## src/rtl/doze_pkg.sv

```systemverilog
package doze_pkg;
    localparam int RATIO_W = 3;
    localparam int CNT_W   = (1 << RATIO_W) - 1;

    typedef logic [RATIO_W-1:0] ratio_t;
    typedef logic [CNT_W-1:0]   cnt_t;

    typedef struct packed {
        logic wr;
        logic wdata;
        logic roi;
        logic irq;
    } doze_req_t;

    function automatic logic hw_clear(doze_req_t r);
        return r.roi & r.irq;
    endfunction
endpackage

```

## src/rtl/doze_ctrl.sv

```systemverilog
module doze_ctrl
    import doze_pkg::*;
(
    input  logic      clk,
    input  logic      rst,
    input  doze_req_t req,
    output logic      doze_en
);
    always_ff @(posedge clk) begin
        if (rst)
            doze_en <= 1'b0;
        else if (hw_clear(req))
            doze_en <= 1'b0;
        else if (req.wr)
            doze_en <= req.wdata;
    end


    irq_clear_chk: assert property (@(posedge clk) disable iff (rst)
        (req.roi && req.irq) |=> !doze_en);


    irq_ignore_chk: assert property (@(posedge clk) disable iff (rst)
        (!req.roi && !req.wr) |=> (doze_en == $past(doze_en)));


    clear_prio_chk: assert property (@(posedge clk) disable iff (rst)
        (req.roi && req.irq && req.wr && req.wdata) |=> !doze_en);


    write_load_chk: assert property (@(posedge clk) disable iff (rst)
        (req.wr && !(req.roi && req.irq)) |=> (doze_en == $past(req.wdata)));
endmodule

```

## src/rtl/doze_div.sv

```systemverilog
module doze_div
    import doze_pkg::*;
(
    input  logic   clk,
    input  logic   rst,
    input  logic   doze_en,
    input  ratio_t ratio_in,
    output logic   core_ce
);
    ratio_t ratio_q;
    cnt_t   cnt;
    cnt_t   mask;
    logic   period_end;
    logic   restart;

    for (genvar i = 0; i < CNT_W; i++) begin : g_mask
        assign mask[i] = (int'(ratio_q) > i);
    end

    assign restart    = !doze_en || (ratio_in != ratio_q);
    assign period_end = ((cnt & mask) == mask);
    assign core_ce    = !doze_en || period_end;

    always_ff @(posedge clk) begin
        if (rst) begin
            ratio_q <= '0;
            cnt     <= '0;
        end else begin
            ratio_q <= ratio_in;
            if (restart)
                cnt <= '0;
            else
                cnt <= cnt + 1'b1;
        end
    end


    ratio_restart_chk: assert property (@(posedge clk) disable iff (rst)
        (doze_en && (ratio_in != ratio_q) && (ratio_in != '0)) |=> (!core_ce || !doze_en));


    single_pulse_chk: assert property (@(posedge clk) disable iff (rst)
        (doze_en && period_end && (ratio_q != '0) && (ratio_in == ratio_q)) |=> (!core_ce || !doze_en));


    full_rate_chk: assert property (@(posedge clk) disable iff (rst)
        (!doze_en) |-> core_ce);
endmodule

```

## src/rtl/core_doze_divider.sv

```systemverilog
module core_doze_divider
    import doze_pkg::*;
(
    input  logic               clk,
    input  logic               rst,
    input  logic               doze_wr,
    input  logic               doze_wdata,
    input  logic [RATIO_W-1:0] ratio_sel,
    input  logic               roi_en,
    input  logic               irq_evt,
    output logic               core_ce,
    output logic               periph_ce,
    output logic               doze_active
);
    doze_req_t req;
    logic      doze_en;

    assign req = '{wr: doze_wr, wdata: doze_wdata, roi: roi_en, irq: irq_evt};

    doze_ctrl u_ctrl (
        .clk     (clk),
        .rst     (rst),
        .req     (req),
        .doze_en (doze_en)
    );

    doze_div u_div (
        .clk      (clk),
        .rst      (rst),
        .doze_en  (doze_en),
        .ratio_in (ratio_sel),
        .core_ce  (core_ce)
    );

    assign periph_ce   = 1'b1;
    assign doze_active = doze_en;
endmodule

```

## config.mk

```make
export PLATFORM = sky130hd
export DESIGN_NAME = core_doze_divider
export DESIGN_NICKNAME = d
export VERILOG_FILES = /design/src/rtl/doze_pkg.sv /design/src/rtl/doze_ctrl.sv /design/src/rtl/doze_div.sv /design/src/rtl/core_doze_divider.sv
export SDC_FILE = /design/constraint.sdc
export NUM_CORES = 1
export LEC_CHECK = 0
export BUFFER_PORTS_ARGS = -buffer_cell sky130_fd_sc_hd__buf_4
export CAP_MARGIN = 5
export CORE_AREA = 5 5 42 44
export CTS_CLUSTER_DIAMETER = 60
export CTS_CLUSTER_SIZE = 25
export DETAILED_ROUTE_END_ITERATION = 16
export DIE_AREA = 0 0 47 49
export GPL_TIMING_DRIVEN = 0
export PLACE_DENSITY = 0.66
export SETUP_SLACK_MARGIN = 0.3
export SKIP_LAST_GASP = 1
export SYNTH_ARGS = -nofsm -noshare
export SYNTH_HDL_FRONTEND = slang
export SYNTH_SLANG_ARGS = --single-unit
```

## constraint.sdc

```tcl
create_clock -name clk -period 3.4 [get_ports clk]
set_clock_uncertainty 0.1 [all_clocks]
set_input_delay 0.17 -clock clk [delete_from_list [all_inputs] [get_ports clk]]
set_output_delay 0.17 -clock clk [all_outputs]
set_load 0.03 [all_outputs]
```

# Word-level counts from Yosys, hierarchy flattened
# Index checks and enable logic that the tools add are counted.
# totals
in_bits,9
out_inout_bits,3
regBits,11
word_cells,20
# op_classes
n_lt_le_gt_ge,7
n_eq_ne,2
bitwise,2
n_addsub,1
reduce_logical,5
# ops
op,n
"3-bit > comparator, second input constant",3
"7-bit by 1-bit adder with 7-bit output, second input constant",1
7-bit bitwise AND,1
7-bit == test,1
"3-bit by 1-bit > comparator with 1-bit output, second input constant",2
"3-bit by 2-bit > comparator with 1-bit output, second input constant",2
2-bit OR reduction,2
3-bit != test,1
1-bit logical OR,2
1-bit bitwise AND,1
1-bit zero test,1

# Logic depth before layout (Yosys ltp)
# Gate-level depths: netlist of run 1.
# depth
depth_word,4
mapped_depth,5
ltp_nobuf,5

# Cells and area by module
# A second synthesis of run 1 with hierarchy kept.
# unflattened
cells_unflattened,53
hier_area_um2,498.0
# by_module_without_submodules
mod,seq_area_each_um2,instances,area_each_um2,cells_per_inst
doze_div,200.2,1,444.2,48
doze_ctrl,20.0,1,42.5,3
core_doze_divider,0.0,1,11.3,2

# Worst setup path after synthesis of run 1
# Ideal clock, no wire load.
# synth_path
path_type,register to output
start,register u_div.ratio_q[0]
end,output core_ce
slack_ns,1.972
required_ns,3.130
path_buffers,0
path_stages_with_launch,5
arrival_time_ns,1.158
path_cell_list,dfxtp_1 > nor2_1 > nor3b_1 > a31o_2 > o21ai_1
# synth_between
elab_chain_len,4
word_cells_on_any_way,10
classes_between,order compare (7); eq/ne (1); bitwise (1); reduce/logical (1)
# synth_rtl
item,line_no,text
from (decl),doze_div.sv:10,ratio_t ratio_q;
from (signal assigned),doze_div.sv:29,ratio_q <= ratio_in;
"3-bit by 1-bit > comparator with 1-bit output, or another cell as far along",doze_div.sv:17,assign mask[i] = (int'(ratio_q) > i);
7-bit bitwise AND,doze_div.sv:21,assign period_end = ((cnt & mask) == mask);
7-bit == test (*),doze_div.sv:21,
1-bit logical OR (*),doze_div.sv:22,assign core_ce = !doze_en || period_end;
to (decl),core_doze_divider.sv:11,"output logic core_ce,"
# Every way passes the cells marked *; elsewhere a longest branch is shown, timed or not.

# Worst setup path after layout of run 1
# layout_path
start,register u_div.cnt[0]
end,output core_ce
# layout_between
elab_chain_len,3
# layout_rtl
item,line_no,text
from (decl),doze_div.sv:11,cnt_t cnt;
from (signal assigned),doze_div.sv:33,cnt <= cnt + 1'b1;
7-bit bitwise AND,doze_div.sv:21,
7-bit == test,doze_div.sv:21,
1-bit logical OR,doze_div.sv:22,
# No other way between the ends.

==> results of run 1 <==
[timing repair]
item / 4_1_cts / 5_1_grt
hold buffers: 3 / 0
endpoints found under the hold margin: 4 / 0
buffers inserted: 0 / 0
[worst max-delay path: stages, from the launching register on]
cell and delay (ps):
dfxtp_1 410, nand4_1 140, a22o_1 220, o21ai_1 120, buf_4 170
[placed cells by master (no fill, tap or decap), types with 2 or more instances in the layout]
cell type,count
buf_4,11
xnor2_1,6
dfxtp_1,11
nand3_1,2
dlygate4sd3_1,3
nor2b_1,3
inv_1,3
xor2_1,2
nor2_1,10
o21ai_0,2
clkbuf_4,3
[cells by family (layout without fill, tap and decap cells)]
| group | Yosys count | count (layout) | share of synthesized area, % |
|---|---|---|---|
| AO/OA/AOI/OAI | 7 | 7 | 9.72 |
| XOR/XNOR | 8 | 8 | 14.3 |
| adder cells (fa/ha/maj) | 1 | 1 | 2.56 |
| buffers and inverters | 4 | 21 | 3.84 |
| flip-flops | 11 | 11 | 45.0 |
| multiplexers | 1 | 1 | 2.05 |
| other | 1 | 1 | 0.767 |
| AND/OR/NAND/NOR | 20 | 20 | 21.7 |
[state kept, by name, indices dropped and copies added, names as in the netlist]
name / flops
u_div.cnt: 7
u_ctrl.doze_en: 1
u_div.ratio_q: 3
[metrics by stage]
stage	power (mW)	util, %	worst slack (ps)	hold WS (ps)
6_report	0.253	45.7	1800	25.2
5_1_grt	0.267	45.7	1690	21.4
4_1_cts	0.256	45.7	1790	24.9
3_5_place_dp	0.163	41.7	2090	257
3_3_place_gp	0.163	41.7	2090	250
2_1_floorplan	0.151	-	1970	142
[power groups by stage]
stage	clock network, mW	logic (mW)	registers, mW
floorplan	0	0.0136	0.138
global placement	0	0.0259	0.137
detailed placement	0	0.0262	0.137
CTS	0.0935	0.0288	0.134
global route	0.102	0.0308	0.134
finish	0.0904	0.0286	0.134
[area by class of cell]
class                   count  share of cell area, %
plain buffers               1                   1.17
clock buffers               4                   4.10
inverters                   3                   1.76
multi-input cells          38                   39.1
flip-flops and latches     11                   34.4
well taps                  16                   3.13
repair buffers             13                   16.4
[worst max path at each step]
stage / cells past startpoint / from / endpoint / slack (ps)
after floorplan: 4 / u_div.ratio_q[0] / core_ce / 1970
after global placement: 4 / u_div.cnt[0] / core_ce / 2090
after detailed placement: 4 / u_div.cnt[0] / core_ce / 2090
after CTS: 4 / u_div.cnt[0] / core_ce / 1790
after global routing: 4 / u_div.cnt[2] / core_ce / 1690
final: 4 / u_div.cnt[0] / core_ce / 1800
[metal layers]
metal  wire length, um  vias up  track usage, %
met5                 0        -               0
met4                43        0            9.68
met3                72        5            2.21
met2               392       11            12.7
met1               355      191            9.33
li1                  -      205               -
==> impl_metrics.env, run 1 <==
export IMPL_status="complete, no violations"
export IMPL_detail_route_iter0_violations=3
export IMPL_pwr_share_seq_pct=52.9
export IMPL_final_layout_size_suffix_gt1_share_pct=24.3
export IMPL_period_needed_ps=1600
export IMPL_p_sw_share_pct=23.4
export IMPL_post_cts_resized=0
export IMPL_ir_worst_vdd_v=0.000181
export IMPL_yosysTopAreaCellShare_pct=45.0
export IMPL_synthCells=53
export IMPL_die_h_um=49
export IMPL_p_switching_mw=0.0593
export IMPL_period_share_pct=47.2
export IMPL_drv_cap=0
export IMPL_diodes=0
export IMPL_power_density_nw_per_um2=395
export IMPL_yosysWarningCount=0
export IMPL_fillCellCount=155
export IMPL_placed_area_um2=584
export IMPL_path_max_fanout=5
export IMPL_ys_async_sr_fraction_pct=0
export IMPL_fp_dieW_um=47
export IMPL_port_buffers=10
export IMPL_ys_ff_latch=11
export IMPL_ys_seq_area_share_pct=45.0
export IMPL_design_area_um2=641
export IMPL_dr_pass1_iters=4
export IMPL_r2r_start="u_ctrl.doze_en"
export IMPL_htreeDepth=1
export IMPL_place_hpwl_um=662
export IMPL_min_delay_worst_endpoint="u_div.ratio_q[2]"
export IMPL_place_inst=79
export IMPL_leakage_nw=0.244
export IMPL_synth_most_common_cell="dfxtp_1"
export IMPL_reg2reg_depth=3
export IMPL_synth_area_leaders="dfxtp_1, xnor2_1, nor2_1, nor2b_1, xor2_1"
export IMPL_cellInternalPower_mw=0.194
export IMPL_finalNetCount=81
export IMPL_slew_violations=0
export IMPL_cts_root_buf="clkbuf_4"
export IMPL_synthesis_nets=63
export IMPL_grt_max_degree=8
export IMPL_num_vias=412
export IMPL_cts_tree="done"
export IMPL_multi_input_area_um2=250
export IMPL_antenna_found_initial=0
export IMPL_syn_area_um2=489
export IMPL_cts_made_buffers=3
export IMPL_coreArea_um2=1400
export IMPL_grt_ovfl_total=0
export IMPL_grt_pass1_vias=366
export IMPL_worstHoldStart="ratio_sel[2]"
export IMPL_final_cells=86
export IMPL_hold_depth=2
export IMPL_start_util_pct=34.9
export IMPL_dieArea_um2=2300
export IMPL_drc=0
export IMPL_clock_sinks=11
export IMPL_register_area_um2=220
export IMPL_critPathCaptureType="output pin"
export IMPL_hold_class="in -> reg"
export IMPL_wl_per_cell_um=10.0
export IMPL_rows=14
export IMPL_area_growth_pct=30.9
export IMPL_fmax_mhz=624
export IMPL_yosys_area_top_type="dfxtp_1"
export IMPL_synth_ff_type="dfxtp_1"
export IMPL_synth_top_cells_by_count="dfxtp_1, nor2_1, xnor2_1, inv_1, nor2b_1"
export IMPL_routed_wl_um=864
export IMPL_drt_antenna_violating_nets=0
export IMPL_comb_power_share_pct=11.3
export IMPL_pwr_share_clk_pct=35.7
export IMPL_ff2ff_setup_slack_ps=2040
export IMPL_start_kind="flop"
export IMPL_grt_pass1_wl_mm=1.39
export IMPL_grt_usage_pct=8.83
export IMPL_worstPathArrival_ps=1330
export IMPL_crit_type="reg -> out"
export IMPL_cts_clk_slew_worst_paths_ps=70
export IMPL_final_setup_viol_count=0
export IMPL_place_gp_congestion=0.700
export IMPL_hold_viol=0
export IMPL_worstPathRequired_ps=3130
export IMPL_rsz0062_at_grt="no"
export IMPL_ys_types=22
export IMPL_via_per_inst=4.79
export IMPL_synth_edf_count=0
export IMPL_clk_latency_ps=270
export IMPL_cts_buffer_depth=2
export IMPL_avgSynthCellArea_um2=9.23
export IMPL_num_io_pins=12
export IMPL_rr_endpoint="u_ctrl.doze_en"
export IMPL_final_setup_tns_ps=0
(Power assumes the default switching activity.)
==> inputs of run 2 (changes only) <==
ABC_AREA = 1   (was unset)
CORE_AREA = unset   (was 5 5 42 44)
CORE_MARGIN = 5   (was unset)
CORE_UTILIZATION = 45   (was unset)
DIE_AREA = unset   (was 0 0 47 49)
PLACE_DENSITY = 0.74   (was 0.66)
clock period = 1.6 ns   (was 3.4 ns; I/O delays follow)
==> run 2 against run 1 <==
  * Count of clock-buffer cells in the layout did not move
  * Cell area rose by 31%
  * First-iteration DRC count increased by 100%
  * Highest routed layer is now met3
  * Hold slack improved by 24 ps
  * Power up 120%
  * Setup slack lost 1600 ps
==> impl_metrics.env, run 2 <==
export IMPL_drt_antenna_violating_nets=0
export IMPL_final_cell_mix="nand2_1, inv_1, buf_4"
export IMPL_synth_area_leaders="dfxtp_1, nand2_1, nor2_2, inv_1, nor2_1"
export IMPL_synth_compound_area_share_pct=4.62
export IMPL_cts_root_buf="clkbuf_4"
export IMPL_grt_ovfl_total=0
export IMPL_fillCellCount=102
export IMPL_htreeDepth=1
export IMPL_r2r_start="u_div.cnt[0]"
export IMPL_yosysTopAreaCellShare_pct=37.0
export IMPL_power_density_nw_per_um2=677
export IMPL_ff2ff_setup_slack_ps=410
export IMPL_yosysWarningCount=0
export IMPL_cts_clk_slew_worst_paths_ps=70
export IMPL_cts_buffer_depth=2
export IMPL_critPathMostFrequentCell="nand2_1"
export IMPL_hold_class="in -> reg"
export IMPL_critPathCaptureType="output pin"
export IMPL_period_share_pct=87.7
export IMPL_worstPathRequired_ps=1420
export IMPL_rows=13
export IMPL_synthMuxAreaShare_pct=0
export IMPL_antenna_found_initial=0
export IMPL_place_hpwl_um=817
export IMPL_crit_type="reg -> out"
export IMPL_post_route_util_pct=66.1
export IMPL_routed_wl_mm=1.25
export IMPL_ys_async_sr_fraction_pct=0
export IMPL_yosys_area_share_adder_pct=2.10
export IMPL_cpPeakStageDelay_ps=370
export IMPL_wl_met3_um=28
export IMPL_synth_top_cells_by_count="nand2_1, inv_1, dfxtp_1, nor2_2, nor2_1"
export IMPL_clk_latency_ps=260
export IMPL_reg_top3="u_div.cnt x7, u_div.ratio_q x3, u_ctrl.doze_en x1"
export IMPL_synth_ff_type="dfxtp_1"
export IMPL_worstPathArrival_ps=1220
export IMPL_synth_most_common_cell="nand2_1"
export IMPL_synth_xor_area_share_pct=4.41
export IMPL_start_util_pct=46.9
export IMPL_avgSynthCellArea_um2=6.69
export IMPL_reg2reg_depth=8
export IMPL_synth_edf_count=0
export IMPL_final_common_cell="nand2_1"
export IMPL_grt_pass1_vias=492
export IMPL_drc=0
export IMPL_crit_chain="nor2_4 > nand2_1 > nand2_1 > nand2_1 > nor2_1 > nand2_1 > nand2_1 > buf_6"
export IMPL_largest_reg_flops=7
export IMPL_final_setup_tns_ps=0
export IMPL_dr_pass1_iters=4
export IMPL_finalNetCount=122
export IMPL_ir_worst_vdd_v=0.000427
export IMPL_clock_sinks=11
export IMPL_die_h_um=46.4
export IMPL_wl_met1_um=556
export IMPL_start_kind="flop"
export IMPL_syn_area_um2=596
export IMPL_synthCells=89
export IMPL_hold_depth=5
export IMPL_rr_endpoint="u_div.cnt[6]"
export IMPL_cts_made_buffers=3
export IMPL_grt_pass1_wl_mm=1.98
export IMPL_hold_viol=0
export IMPL_cts_tree="done"
export IMPL_place_gp_congestion=0.779
export IMPL_drv_cap=0
export IMPL_grt_usage_pct=12.8
export IMPL_synthesis_nets=99
export IMPL_coreArea_um2=1270
export IMPL_ys_types=19
export IMPL_hold_ws_ps=49.4
export IMPL_worst_path_max_delay_cell="dfxtp_4"
export IMPL_slew_violations=0
export IMPL_grt_max_degree=7
export IMPL_min_delay_worst_endpoint="u_ctrl.doze_en"
export IMPL_fmax_mhz=712
export IMPL_fp_dieW_um=46.4
export IMPL_via_per_inst=4.45
export IMPL_yosys_area_top_type="dfxtp_1"
export IMPL_detail_route_iter0_violations=6
export IMPL_ys_ff_latch=11
export IMPL_met2_length_um=668
export IMPL_final_layout_size_suffix_gt1_share_pct=35.1
export IMPL_diodes=0
export IMPL_status="complete, no violations"
export IMPL_port_buffers=10
export IMPL_final_setup_viol_count=0
export IMPL_period_needed_ps=1400
export IMPL_synth_top_family_by_area="simple AND/OR/NAND/NOR gates"
export IMPL_rsz0062_at_grt="yes"
export IMPL_worstHoldStart="doze_wdata"
export IMPL_wl_per_cell_um=9.94
export IMPL_ys_seq_area_share_pct=37.0
export IMPL_num_vias=561
export IMPL_synth_simple_area_share_pct=39.9
export IMPL_area_growth_pct=40.8
export IMPL_topRoutingLayerUsed="met3"
export IMPL_leakage_nw=0.370
export IMPL_path_max_fanout=6
export IMPL_num_io_pins=12
export IMPL_dieArea_um2=2150
export IMPL_regMostFlops="u_div.cnt"
-- run 2: changes by cell type in the layout (fill, tap and decap cells not counted), moves of 4 or more --
cell,change
inv_1,+9
dfxtp_2,+4
dfxtp_1,-6
nand2_1,+28
xnor2_1,-4
nor2_4,+4
nor2_2,+6
nor2_1,-4
dlygate4sd3_1,+4
-- run 2: kinds of logic after synthesis --
family,count (synthesis)
and+or+nand+nor,52
buffers and inverters,17
DFF,11
AOI/OAI and AO/OA,4
xor gates and xnor gates,3
adders and majority gates,1
other,1
-- run 2: critical path, delay by kind of cell, from the launching register on --
| family | cells | cell delay [ps] |
|---|---|---|
| buffers and inverters | 1 | 130 |
| flip-flops | 1 | 370 |
| AND/OR/NAND/NOR | 7 | 440 |
-- run 2: timing repair --
action	in CTS	in global routing
gates cloned	0	0
endpoints found under the hold margin	4	1
buffers inserted	1	0
endpoints found under the setup margin	1	9
gates resized for setup	6	11
pin swaps	0	2
hold buffers	7	1
-- run 2: per-stage QoR --
stage                     area, um2  worst slack [ps]  cells  power, mW
final                           838               196    126      0.568
after global routing            838               123    126      0.607
after CTS                       805               209    126      0.569
after detailed placement        689               332    114      0.365
after global placement          689               339    114      0.363
after floorplan                 596               414     89      0.337
-- run 2: layout make-up --
class | instances | area, um2 | area share (%)
buffer | 1 | 7.51 | 0.896
clock buffer | 4 | 26.3 | 3.13
inverter | 16 | 62.6 | 7.46
multi-input combinational | 61 | 330 | 39.4
sequential | 11 | 233 | 27.8
tap | 15 | 18.8 | 2.24
timing repair buffer | 18 | 160 | 19.1
-- run 2: per-layer routing --
layer,up-vias,GRT usage (%)
met2,4,22.3
li1,304,-
met1,253,15.2
met4,0,3.41
met3,0,3.52
met5,-,0
-- run 2: how the worst max path moves through the flow --
| stage | start | end | slack (ps) | cells past startpoint |
|---|---|---|---|---|
| after floorplan | u_ctrl.doze_en | u_div.cnt[0] | 410 | 6 |
| after global placement | u_div.cnt[0] | u_div.cnt[6] | 340 | 8 |
| after detailed placement | u_div.cnt[0] | u_div.cnt[6] | 330 | 8 |
| after CTS | u_div.ratio_q[1] | core_ce | 210 | 8 |
| after global routing | u_div.ratio_q[0] | core_ce | 120 | 8 |
| final | u_div.ratio_q[0] | core_ce | 200 | 8 |
-- run 2: report_power, final --
part	switching (mW)	total (mW)	internal [mW]
logic	0.0449	0.0936	0.0487
registers	0.00951	0.288	0.279
clock network	0.0897	0.186	0.0963
total	0.144	0.568	0.424
==> inputs of run 3 (changes only) <==
CORE_AREA = 5 5 42 44   (was unset)
CORE_MARGIN = unset   (was 5)
CORE_UTILIZATION = unset   (was 45)
DIE_AREA = 0 0 47 49   (was unset)
==> run 3 against run 2 <==
  * Hold slack lost 3.0 ps
  * Sequential power about the same
  * Die area is 7.1% higher
  * Setup slack got worse by 42 ps
  * Highest routed layer is now met4
  * Non-clock buffer count increased by 1
  * Wire length is 6.7% lower
  * Power about the same
  * First-iteration DRC count is 50% lower
  * Via count shrank 0.89%
  * Count of clock-buffer cells in the layout unchanged
==> impl_metrics.env, run 3 (same netlist as run 2, synthesis figures left out) <==
export IMPL_slew_violations=0
export IMPL_via_per_inst=4.34
export IMPL_drc=0
export IMPL_cts_root_buf="clkbuf_4"
export IMPL_final_common_cell="nand2_1"
export IMPL_cts_tree="done"
export IMPL_die_h_um=49
export IMPL_cts_buffer_depth=2
export IMPL_routed_wl_mm=1.17
export IMPL_grt_pass1_vias=505
export IMPL_leakage_nw=0.373
export IMPL_final_cell_mix="nand2_1, buf_4, inv_1"
export IMPL_comb_power_share_pct=16.4
export IMPL_design_area_um2=841
export IMPL_final_layout_size_suffix_gt1_share_pct=33.9
export IMPL_hold_class="in -> reg"
export IMPL_clk_latency_ps=270
export IMPL_worstPathArrival_ps=1270
export IMPL_worstPathRequired_ps=1420
export IMPL_pwr_share_seq_pct=50.4
export IMPL_placed_area_um2=691
export IMPL_hold_viol=0
export IMPL_coreArea_um2=1400
export IMPL_regMostFlops="u_div.cnt"
export IMPL_ir_worst_vdd_v=0.000577
export IMPL_worst_path_max_delay_cell="dfxtp_4"
export IMPL_antenna_found_initial=0
export IMPL_start_kind="flop"
export IMPL_rsz0062_at_grt="yes"
export IMPL_place_gp_congestion=0.759
export IMPL_area_growth_pct=41.2
export IMPL_final_setup_viol_count=0
export IMPL_pwr_share_clk_pct=33.2
export IMPL_drt_antenna_violating_nets=0
export IMPL_num_io_pins=12
export IMPL_cts_clk_slew_worst_paths_ps=60
export IMPL_p_sw_share_pct=25.5
export IMPL_reg_top3="u_div.cnt x7, u_div.ratio_q x3, u_ctrl.doze_en x1"
export IMPL_wl_per_cell_um=9.13
export IMPL_period_share_pct=90.4
export IMPL_fp_dieW_um=47
export IMPL_num_vias=556
export IMPL_fillCellCount=128
export IMPL_diodes=0
export IMPL_start_util_pct=42.5
export IMPL_finalNetCount=123
export IMPL_grt_max_degree=8
export IMPL_critPathMostFrequentCell="nand2_1"
export IMPL_dr_pass1_iters=2
export IMPL_largest_reg_flops=7
export IMPL_fmax_mhz=692
export IMPL_grt_usage_pct=11.8
export IMPL_power_mw=0.567
export IMPL_clock_sinks=11
export IMPL_place_hpwl_um=811
export IMPL_power_density_nw_per_um2=675
export IMPL_status="complete, no violations"
export IMPL_crit_type="reg -> out"
export IMPL_cts_made_buffers=3
export IMPL_drv_cap=0
export IMPL_min_delay_worst_endpoint="u_ctrl.doze_en"
export IMPL_htreeDepth=1
export IMPL_period_needed_ps=1450
export IMPL_r2r_start="u_div.cnt[0]"
export IMPL_reg2reg_depth=8
export IMPL_detail_route_iter0_violations=3
export IMPL_rows=14
export IMPL_ff2ff_setup_slack_ps=410
export IMPL_port_buffers=10
export IMPL_critPathCaptureType="output pin"
export IMPL_dieArea_um2=2300
export IMPL_final_setup_tns_ps=0
export IMPL_crit_chain="nor2_4 > nand2_1 > nand2_1 > nand2_1 > nor2_1 > nand2_1 > nand2_1 > buf_6"
export IMPL_cpPeakStageDelay_ps=360
export IMPL_grt_ovfl_total=0
export IMPL_hold_depth=5
export IMPL_path_max_fanout=5
export IMPL_p_switching_mw=0.144
export IMPL_grt_pass1_wl_mm=1.97
export IMPL_cellInternalPower_mw=0.423
export IMPL_rr_endpoint="u_div.cnt[6]"
export IMPL_worstHoldStart="doze_wdata"
run 3: cell count changes in the layout (fill, tap and decap cells not counted), moves of 2 or more:
cell	before	now
dfxtp_2	4	1
nor2_2	6	8
buf_4	10	12
dfxtp_1	5	7
nor2_4	4	2
run 3: layout make-up:
type / instances / area, um2 / area share [%]
Buffer: 1 / 7.51 / 0.893
Clock buffer: 4 / 26.3 / 3.13
Inverter: 16 / 62.6 / 7.44
Multi-Input combinational cell: 61 / 328 / 39.0
Sequential cell: 11 / 233 / 27.7
Tap cell: 16 / 20.0 / 2.38
Timing Repair Buffer: 19 / 164 / 19.5
run 3: repair_timing:
| action | 4_1_cts | 5_1_grt |
|---|---|---|
| hold buffers | 7 | 0 |
| setup buffers | 0 | 2 |
| pin swaps | 0 | 5 |
| hold endpoints to repair | 4 | 0 |
| resized for setup | 3 | 11 |
| setup endpoints to repair | 1 | 4 |
run 3: critical path: cells and delay by family (launching register included):
kind,cells,cell delay (ps)
AND/OR/NAND/NOR,7,500
buffers and inverters,1,130
flip-flops,1,360
run 3: per-stage QoR:
step           util [%]  setup WS [ps]  hold WS [ps]  std cells
3_3_place_gp       49.3            344           163        115
4_1_cts            56.6            163          44.0        126
5_1_grt            60.0           62.0          76.9        128
2_1_floorplan         -            414          52.4         89
3_5_place_dp       49.3            342           172        115
6_report           60.0            154          46.4        128
run 3: worst max-delay path by stage:
stage                        end  cells after the start  slack [ps]              from
finish                   core_ce                      8         150  u_div.ratio_q[0]
global route             core_ce                      8          60  u_div.ratio_q[0]
CTS                      core_ce                      8         160  u_div.ratio_q[0]
detailed placement  u_div.cnt[6]                      8         340      u_div.cnt[0]
global placement    u_div.cnt[6]                      8         340      u_div.cnt[0]
floorplan           u_div.cnt[0]                      6         410    u_ctrl.doze_en
run 3: routing by layer:
layer | vias to the layer above | wire (um) | global-route usage, %
li1 | 310 | - | -
met1 | 237 | 499 | 14.1
met2 | 4 | 611 | 18.1
met3 | 5 | 25 | 3.32
met4 | 0 | 32 | 6.91
met5 | - | 0 | 0
run 3: power groups by stage:
| stage | sequential [mW] | combinational [mW] | clock, mW |
|---|---|---|---|
| floorplan | 0.296 | 0.0415 | 0 |
| global placement | 0.294 | 0.0692 | 0 |
| detailed placement | 0.294 | 0.0710 | 0 |
| CTS | 0.288 | 0.0863 | 0.196 |
| global route | 0.287 | 0.102 | 0.210 |
| finish | 0.286 | 0.0928 | 0.188 |
